<file path="src/rtl/pipe_dsm_pkg.sv">
package pipe_dsm_pkg;

  // Width of the quantised code: one bit for order 1, N+1 bits otherwise.
  function automatic int dsm_out_width(input int order);
    return (order == 1) ? 1 : order + 1;
  endfunction

endpackage

</file>
<file path="src/rtl/dsm_integ_chain.sv">
// Cascade of modular accumulators, one register per stage.
module dsm_integ_chain #(
  parameter int DW    = 16,
  parameter int ORDER = 2,
  parameter int QW    = 3,
  localparam int AW   = DW + QW
) (
  input  logic          clk,
  input  logic          rst_n,
  input  logic          en,
  input  logic [DW-1:0] x,
  output logic [AW-1:0] acc_last
);

  logic [ORDER:0][AW-1:0]   feed;
  logic [ORDER-1:0][AW-1:0] acc_q, acc_d;

  always_comb begin
    feed[0] = {{QW{1'b0}}, x};
    for (int k = 0; k < ORDER; k++) feed[k+1] = acc_q[k];
  end

  // Sum wraps at AW bits; the carry out is dropped.
  always_comb begin
    for (int k = 0; k < ORDER; k++)
      acc_d[k] = en ? acc_q[k] + feed[k] : acc_q[k];
  end

  always_ff @(posedge clk or negedge rst_n) begin
    if (!rst_n) acc_q <= '0;
    else        acc_q <= acc_d;
  end

  assign acc_last = acc_q[ORDER-1];

endmodule

</file>
<file path="src/rtl/dsm_quant.sv">
// Coarse quantiser: registers only the top QW bits of the last accumulator.
module dsm_quant #(
  parameter int AW = 19,
  parameter int QW = 3
) (
  input  logic          clk,
  input  logic          rst_n,
  input  logic          en,
  input  logic [AW-1:0] acc,
  output logic [QW-1:0] q
);

  logic [QW-1:0] q_d;

  always_comb q_d = en ? acc[AW-1 -: QW] : q;

  always_ff @(posedge clk or negedge rst_n) begin
    if (!rst_n) q <= '0;
    else        q <= q_d;
  end

endmodule

</file>
<file path="src/rtl/dsm_diff_chain.sv">
// Cascade of first-difference stages; order 1 collapses to an XOR.
module dsm_diff_chain #(
  parameter int ORDER = 2,
  parameter int QW    = 3
) (
  input  logic          clk,
  input  logic          rst_n,
  input  logic          en,
  input  logic [QW-1:0] q,
  output logic [QW-1:0] d_out
);

  if (ORDER == 1) begin : g_xor
    logic q_prev, q_prev_d, d_q, d_d;

    always_comb begin
      q_prev_d = en ? q[0] : q_prev;
      d_d      = en ? (q[0] ^ q_prev) : d_q;
    end

    always_ff @(posedge clk or negedge rst_n) begin
      if (!rst_n) begin
        q_prev <= 1'b0;
        d_q    <= 1'b0;
      end else begin
        q_prev <= q_prev_d;
        d_q    <= d_d;
      end
    end

    assign d_out = d_q;
  end else begin : g_sub
    logic [ORDER:0][QW-1:0]   link;
    logic [ORDER-1:0][QW-1:0] prev_q, prev_d, d_q, d_d;

    always_comb begin
      link[0] = q;
      for (int k = 0; k < ORDER; k++) link[k+1] = d_q[k];
    end

    // Differences wrap at QW bits; the true value always fits signed QW.
    always_comb begin
      for (int k = 0; k < ORDER; k++) begin
        prev_d[k] = en ? link[k] : prev_q[k];
        d_d[k]    = en ? link[k] - prev_q[k] : d_q[k];
      end
    end

    always_ff @(posedge clk or negedge rst_n) begin
      if (!rst_n) begin
        prev_q <= '0;
        d_q    <= '0;
      end else begin
        prev_q <= prev_d;
        d_q    <= d_d;
      end
    end

    assign d_out = d_q[ORDER-1];
  end

endmodule

</file>
<file path="src/rtl/dsm_pad.sv">
// Step pacing and zero insertion at the output register.
module dsm_pad #(
  parameter int OW = 3
) (
  input  logic          clk,
  input  logic          rst_n,
  input  logic          pad_en,
  input  logic [OW-1:0] d_in,
  output logic          adv,
  output logic [OW-1:0] y
);

  logic          ph_q, ph_d;
  logic [OW-1:0] y_d;

  always_comb begin
    adv  = ~pad_en | ~ph_q;
    ph_d = pad_en ? ~ph_q : 1'b0;
    y_d  = adv ? d_in : '0;
  end

  always_ff @(posedge clk or negedge rst_n) begin
    if (!rst_n) begin
      ph_q <= 1'b0;
      y    <= '0;
    end else begin
      ph_q <= ph_d;
      y    <= y_d;
    end
  end

endmodule

</file>
<file path="src/rtl/pipe_dsm.sv">
module pipe_dsm
  import pipe_dsm_pkg::*;
#(
  parameter int DW    = 16,
  parameter int ORDER = 2,
  localparam int OW   = dsm_out_width(ORDER),
  localparam int AW   = DW + OW
) (
  input  logic          clk,
  input  logic          rst_n,
  input  logic          pad_en,
  input  logic [DW-1:0] x,
  output logic [OW-1:0] y
);

  logic          adv;
  logic [AW-1:0] acc_last;
  logic [OW-1:0] q;
  logic [OW-1:0] d_last;

  dsm_integ_chain #(.DW(DW), .ORDER(ORDER), .QW(OW)) u_integ (
    .clk(clk), .rst_n(rst_n), .en(adv), .x(x), .acc_last(acc_last)
  );

  dsm_quant #(.AW(AW), .QW(OW)) u_quant (
    .clk(clk), .rst_n(rst_n), .en(adv), .acc(acc_last), .q(q)
  );

  dsm_diff_chain #(.ORDER(ORDER), .QW(OW)) u_diff (
    .clk(clk), .rst_n(rst_n), .en(adv), .q(q), .d_out(d_last)
  );

  dsm_pad #(.OW(OW)) u_pad (
    .clk(clk), .rst_n(rst_n), .pad_en(pad_en), .d_in(d_last),
    .adv(adv), .y(y)
  );

endmodule

</file>
<file path="config.mk">
export PLATFORM = sky130hd
export DESIGN_NAME = pipe_dsm
export DESIGN_NICKNAME = d
export VERILOG_FILES = /design/src/rtl/pipe_dsm_pkg.sv /design/src/rtl/dsm_integ_chain.sv /design/src/rtl/dsm_quant.sv /design/src/rtl/dsm_diff_chain.sv /design/src/rtl/dsm_pad.sv /design/src/rtl/pipe_dsm.sv
export SDC_FILE = /design/constraint.sdc
export NUM_CORES = 1
export LEC_CHECK = 0
export ABC_AREA = 1
export BUFFER_PORTS_ARGS = -buffer_cell sky130_fd_sc_hd__clkbuf_2
export CAP_MARGIN = 20
export CORE_AREA = 4 4 105 107
export DETAILED_ROUTE_END_ITERATION = 8
export DIE_AREA = 0 0 109 111
export GPL_ROUTABILITY_DRIVEN = 0
export GPL_TIMING_DRIVEN = 0
export PLACE_DENSITY = 0.6
export RECOVER_POWER = 100
export SYNTH_ARGS = -nofsm -noshare
export SYNTH_HDL_FRONTEND = slang
export SYNTH_HIERARCHICAL = 1
export SYNTH_SLANG_ARGS = --single-unit
</file>
<file path="constraint.sdc">
create_clock -name clk -period 2.27 [get_ports clk]
set_clock_uncertainty 0.2 [all_clocks]
set_input_delay 0.227 -clock clk [delete_from_list [all_inputs] [get_ports clk]]
set_output_delay 0.227 -clock clk [all_outputs]
set_load 0.005 [all_outputs]
</file>
== Word-level counts from Yosys, hierarchy flattened ==
Index checks and enable logic that the tools add are counted.

* Flip-flop bits (word level): 57
* Latch bits: 0
* Memory bits (writable): 0
* Memory bits (read-only): 0
* Input port bits: 19
* Output and inout bits: 3
* Logic and storage cells: 18
* Memories kept: 0

* $add $sub $neg: 4
* $mul: 0
* Div/mod/pow operators: 0
* Order comparisons: 0
* Eq/ne operators: 0
* Shift operators: 0
* Multiplexer cells: 2
* Bitwise gates (word level): 3
* Reduce and logical (&&, ||, !) cells: 0

{| class="wikitable"
|+ Operator list
! kind !! count
|-
| adder 19 x 16 -> 19 bit || 1
|-
| adder 19 bit || 1
|-
| subtractor 3 bit || 2
|-
| two-way mux 3 bit || 1
|-
| inverter 1 bit || 2
|-
| two-way mux 1 bit || 1
|-
| bitwise OR 1 bit || 1
|}

== Longest topological paths before layout ==
Gate-level depths: netlist (run 1).

* Depth in word-level cells: 3
* Gate-level depth with buffers: 13
* Mapped depth without buffers: 13

== Cells and area by module ==
Netlist (run 1), hierarchy kept.

{| class="wikitable"
|+ By module, submodules not included
! module !! instances !! cells an instance !! area each (µm²) !! seq. area each (µm²)
|-
| dsm_integ_chain || 1 || 535 || 3,537.1 || 950.9
|-
| dsm_diff_chain || 1 || 67 || 629.4 || 300.3
|-
| dsm_pad || 1 || 13 || 140.1 || 100.1
|-
| dsm_quant || 1 || 13 || 112.6 || 75.1
|}

== Worst setup path after synthesis (run 1) ==
Ideal clock, no wire load.

* Path kind: reg-to-reg
* From: register u_integ/acc_q[0] in the netlist's numbering
* To: register u_integ/acc_q[16] in the netlist's numbering
* Setup time: 0.117 ns
* Data arrival time: 1.643 ns
* Required time: 1.953 ns
* Slack: 0.311 ns
* Cell stages (with the launch flop): 14
* Path buffers: 0
* Period minus slack after synthesis: 1.959 ns
* Cells stage by stage: dfrtp_1 ha_1 inv_1 fa_1 inv_1 nand3_1 nand3_1 nand3_1 nand2_1 nand3_1 nand2_1 nand2_1 nand2_1 nand2_1

* Longest elaborated chain between the ends: 1

{| class="wikitable"
|+ Ends and longest elaborated chain
! element !! RTL line !! RTL
|-
| from (decl) || dsm_integ_chain.sv:16 || <nowiki>logic [ORDER-1:0][AW-1:0] acc_q, acc_d;</nowiki>
|-
| from (signal assigned) || dsm_integ_chain.sv:30 || <nowiki>if (!rst_n) acc_q <= '0;</nowiki>
|-
| from (signal assigned) || dsm_integ_chain.sv:31 || <nowiki>else acc_q <= acc_d;</nowiki>
|-
| adder 19 x 16 -> 19 bit || dsm_integ_chain.sv:26 || <nowiki>acc_d[k] = en ? acc_q[k] + feed[k] : acc_q[k];</nowiki>
|}

Every way passes these cells.
A chain may end at the register's enable or synchronous reset.

== Worst setup path after layout (run 1) ==
* From: input port pad_en
* To: register u_integ.acc_q, in the netlist u_integ/acc_last[3]

* Longest elaborated chain between the ends: 2

{| class="wikitable"
|+ Ends and longest elaborated chain
! element !! RTL line !! RTL
|-
| from (decl) || pipe_dsm.sv:11 || <nowiki>input logic pad_en,</nowiki>
|-
| inverter 1 bit || dsm_pad.sv:17 || <nowiki>adv = ~pad_en | ~ph_q;</nowiki>
|-
| bitwise OR 1 bit || dsm_pad.sv:17 ||
|-
| via adv || pipe_dsm.sv:16 || <nowiki>logic adv;</nowiki>
|}

The timed path passes the listed nets, and every way through them passes these cells.

==> impl_metrics.yaml, run 1 <==
timing:
  fin_crit_sh_pct: 93.3
  hold_ws_ns: 0.0576
  timing.fmax_ghz: 0.472
  slew_headroom_pct: 7.27
  layout_min_cycle_time_ns: 2.12
  hold_violations: 0
  tightest_slew_ns: 1.39
  setup_viol: 0
  slew_viol_final: 0
setup_path:
  cp_data_required_time_ns: 2.27
  r2r_setup_slack_ns: 0.15
  end_kind: "register"
  start_kind: "input port"
  reg2regPathDepth: 13
  r2r_start: "u_integ/acc_q[0]"
  path_class: "input port to register"
  timing.rr.end: "u_integ/acc_q[16]"
  arrival_ns: 2.12
  critPathMaxFanout: 16
worst_hold_path:
  hold_class: "input port to register"
  whs_endpoint: "u_integ/acc_q[0]"
  worstHoldStart: "x[0]"
  hold_depth: 4
die:
  core_area_sq_um: 10100
  initial_utilization_pct: 42.4
  fp.dieH_um: 111
  die_area_sq_um: 12100
  io_pins: 22
  die_x_um: 109
  fp-row-count: 37
final_layout:
  n_antenna_cell: 0
  final_core_util_pct: 48.0
  layout_commonest_cell: "nand2_1"
  area_growth_pct: 13.1
  nNetsFinal: 706
  final_cell_mix: "nand2_1, inv_1, dfrtp_1"
  drive_gt1_share_pct: 10.6
  stdcell_count: 788
cts:
  clockBufferDepth: 2
  cts_tree: "done"
  cts_made_buffers: 9
  clock-root-buffer: "clkbuf_8"
  clkTransAtPathRegs_ns: 0.07
  cts.sinks: 57
  clk_latency_ns: 0.33
  htree_levels: 3
global_route:
  grtUsageTotal_pct: 17.9
  grt-ovfl-total: 0
  grt_pass1_vias: 3758
  grt_first_pass_wirelength_mm: 17.3
  grt_max_degree: 58
  antenna_found_initial: 0
status:
  outcome: "finished clean"
synth:
  syn_area_sq_um: 4300
  synth_nets: 671
  syn_inst: 612
  ys_warn_count: 6
  syn_area_per_cell_sq_um: 7.02
run:
  maxCapViolCount: 0
route:
  vias: 3847
  firstDrtPassIters: 4
  drcViolationCount: 0
  ant_nets: 0
  viasPerCell: 4.88
  routed_wl_mm: 10.1
  routedWlPerCell_um: 12.8
  initialDrtViolationCount: 185
power:
  ir_drop_uv: 602
  power.leakage_uw: 0.00256
  p_per_area_nw_per_um2: 1730
placed_design:
  portBuffers: 21
  dpl.hpwl_mm: 7.84
  dp_cells: 769
## worst max-delay path: stages
cell and delay (ns):
dlygate4sd3_1 0.54, clkbuf_2 0.15, nand2_2 0.32, clkinv_1 0.31, clkbuf_1 0.34, nand2_1 0.14
o21ai_0 0.09
## where the power goes
group	internal [uW]	leakage (uW)	switching, uW
combinational	2100	0.00176	3110
sequential	1580	0.000673	460
clock	753	0.000126	395
## sequential cells by signal, summed over array words and instances, names as in the netlist
signal and flops:
u_quant/q 3, u_integ/acc_last 19, u_diff/g_sub.prev_q 6, u_diff/g_sub.d_q 3, u_integ/acc_q 19, u_diff/d_out 3
u_pad/ph_q 1, u_pad/y 3
## metrics by stage
stage / total power (uW) / setup WS (ns) / cell area [sq um] / TNS [ns]
final: 8400 / 0.152 / 4860 / 0
after floorplan: 6070 / 0.311 / 4300 / 0
after global routing: 9410 / -0.0188 / 4860 / -0.0188
after CTS: 8410 / 0.00200 / 4860 / 0
after global placement: 7070 / -0.0584 / 4570 / -0.569
after detailed placement: 7200 / -0.0615 / 4580 / -0.280
## final cells by class
cell class | instances | area, sq um
fillers | 1023 | 5280
multi-input cells | 474 | 2560
flip-flops and latches | 57 | 1430
inverters | 67 | 251
well taps | 136 | 170
clock buffers | 10 | 138
repair buffers | 24 | 129
clock inverters | 6 | 105
plain buffers | 14 | 77.6
## worst max-delay path by stage
stage,slack (ns),depth (start not counted),from,endpoint
4_1_cts,0.002,13,u_integ/acc_q[0],u_integ/acc_last[16]
5_1_grt,-0.02,13,u_integ/acc_q[0],u_integ/acc_last[12]
3_3_place_gp,-0.06,5,u_pad/ph_q,u_integ/acc_q[2]
3_5_place_dp,-0.06,13,u_integ/acc_q[0],u_integ/acc_q[14]
2_1_floorplan,0.31,13,u_integ/acc_q[0],u_integ/acc_q[16]
6_report,0.15,7,pad_en,u_integ/acc_last[3]
## what timing repair did
item                                   CTS  global route
buffers inserted                         0             1
pin swaps                                0             0
setup endpoints to repair               26             8
gates resized for setup                  4            10
endpoints found under the hold margin   61             0
hold buffers                             2             0
## layer usage
layer  GRT usage [%]  vias to the layer above  part of all wire [%]
li1                -                     2035                     -
met1            24.1                     1739                    48
met2            28.9                       59                    48
met3            1.98                       14                   2.5
met4            7.24                        0                   2.0
met5               0                        -                     0
Power figures use the tool's default switching activity.
==> run 2: changes to the inputs <==
ABC_AREA = 0   (was 1)
CORE_AREA = 4 4 102 104   (was 4 4 105 107)
DIE_AREA = 0 0 106 108   (was 0 0 109 111)
PLACE_DENSITY = 0.61   (was 0.6)
RECOVER_POWER = 25   (was 100)
==> impl_metrics.yaml, run 2 <==
synth:
  ys_warn_count: 6
  syn_inst: 407
  syn_area_sq_um: 4080
  syn_area_per_cell_sq_um: 10.0
  synth_nets: 466
route:
  routed_wl_mm: 9.45
  firstDrtPassIters: 4
  routedWlPerCell_um: 15.7
  drcViolationCount: 0
  initialDrtViolationCount: 157
  ant_nets: 0
  vias: 3263
  viasPerCell: 5.42
final_layout:
  final_cell_mix: "dfrtp_1, nand2_1, ha_1"
  n_antenna_cell: 0
  fillers: 844
  drive_gt1_share_pct: 31.1
  ff_latch_area_sq_um: 1430
  nNetsFinal: 524
  area_growth_pct: 26.5
  multiInputGateArea_sq_um: 2830
  layout_commonest_cell: "dfrtp_1"
timing:
  timing.fmax_ghz: 0.376
  setup_viol: 22
  slew_headroom_pct: 3.36
  hold_violations: 0
  rsz0062_at_grt: "true"
  finalWorstSetupSlack_ns: -0.387
  fin_crit_sh_pct: 117
  slew_viol_final: 0
  tightest_slew_ns: 1.45
  layout_min_cycle_time_ns: 2.66
cts:
  cts.sinks: 57
  clk_latency_ns: 0.33
  clkTransAtPathRegs_ns: 0.07
  cts_tree: "done"
  clock-root-buffer: "clkbuf_8"
  cts_made_buffers: 9
  clockBufferDepth: 2
  htree_levels: 3
die:
  core_area_sq_um: 9550
  fp-row-count: 36
  die_x_um: 106
  io_pins: 22
  die_area_sq_um: 11400
  fp.dieH_um: 108
  initial_utilization_pct: 42.7
setup_path:
  crit_family: "compound AO/OA/AOI/OAI gates"
  cp_data_required_time_ns: 2.29
  critPathMaxFanout: 4
  cp_cell_sequence: "ha_4 -> inv_2 -> fa_2 -> and2b_1 -> o31a_1 -> o211ai_1 -> nor2_1 -> or3b_1 -> xor2_1"
  r2r_setup_slack_ns: -0.39
  path_class: "register to register"
  path_buf_inv: 1
  max_stage_delay_ns: 0.42
  end_kind: "register"
  arrival_ns: 2.67
  start_kind: "register"
  slowest_stage: "dfrtp_1"
placed_design:
  portBuffers: 21
  dpl.hpwl_mm: 6.49
  dp_slack_ns: -0.410
status:
  violations: "negative setup slack"
  outcome: "finished, violations left"
global_route:
  grt_pass1_vias: 3247
  grt_first_pass_wirelength_mm: 15.6
  grt_max_degree: 58
  antenna_found_initial: 0
  grt-ovfl-total: 0
  grtUsageTotal_pct: 17.0
run:
  maxCapViolCount: 0
worst_hold_path:
  hold_class: "input port to register"
## run 2: tightest hold or removal path: stages
cell and delay [ns]:
clkbuf_2 0.08, ha_2 0.14, mux2_2 0.14
## run 2: per-layer routing
layer / GRT usage [%] / routed length, um / vias up
li1: - / - / 1618
met1: 22.6 / 4420 / 1575
met2: 27.9 / 4600 / 60
met3: 2.99 / 304 / 10
met4: 6.66 / 119 / 0
met5: 0 / 0 / -
## run 2: path summary, 6_finish.rpt
kind	to	from	cells past startpoint
min reg2reg	u_integ/acc_last[18]	u_integ/acc_last[18]	1
min	u_integ/acc_q[0]	x[0]	3
max	u_integ/acc_last[18]	u_integ/acc_q[0]	9
min in group asynchronous	u_pad/ph_q	rst_n	2
max reg2reg	u_integ/acc_last[18]	u_integ/acc_q[0]	9
max in group asynchronous	u_integ/acc_q[6]	rst_n	2
## run 2: stage by stage
| step | utilization [%] | area [sq um] | instances | hold WS [ns] | TNS [ns] |
|---|---|---|---|---|---|
| finish | 54.1 | 5160 | 602 | 0.0919 | -3.92 |
| detailed placement | 45.9 | 4380 | 561 | 0.200 | -3.70 |
| global route | 54.1 | 5160 | 602 | 0.0908 | -6.01 |
| global placement | 45.8 | 4380 | 561 | 0.265 | -3.27 |
| CTS | 51.1 | 4880 | 588 | 0.0588 | -2.49 |
| floorplan | - | 4110 | 407 | -0.269 | -0.404 |
## run 2: final cells by class
class,instances,share of cell area (%)
Clock inverter,3,1.26
Tap cell,133,3.22
Buffer,15,1.96
Timing Repair Buffer,48,6.86
Multi-Input combinational cell,313,54.7
Inverter,21,1.53
Clock buffer,12,2.81
Sequential cell,57,27.7
## run 2: repair_timing
item                                    4_1_cts  5_1_grt
gates resized for setup                      46       43
hold buffers                                  2        0
endpoints found under the setup margin       23       26
buffers inserted                             11       15
pin swaps                                    26       20
hold endpoints to repair                     61        0
Power of run 2 is not shown: default switching activity piles up to over one toggle a cycle in this logic, so the estimate is an artifact.
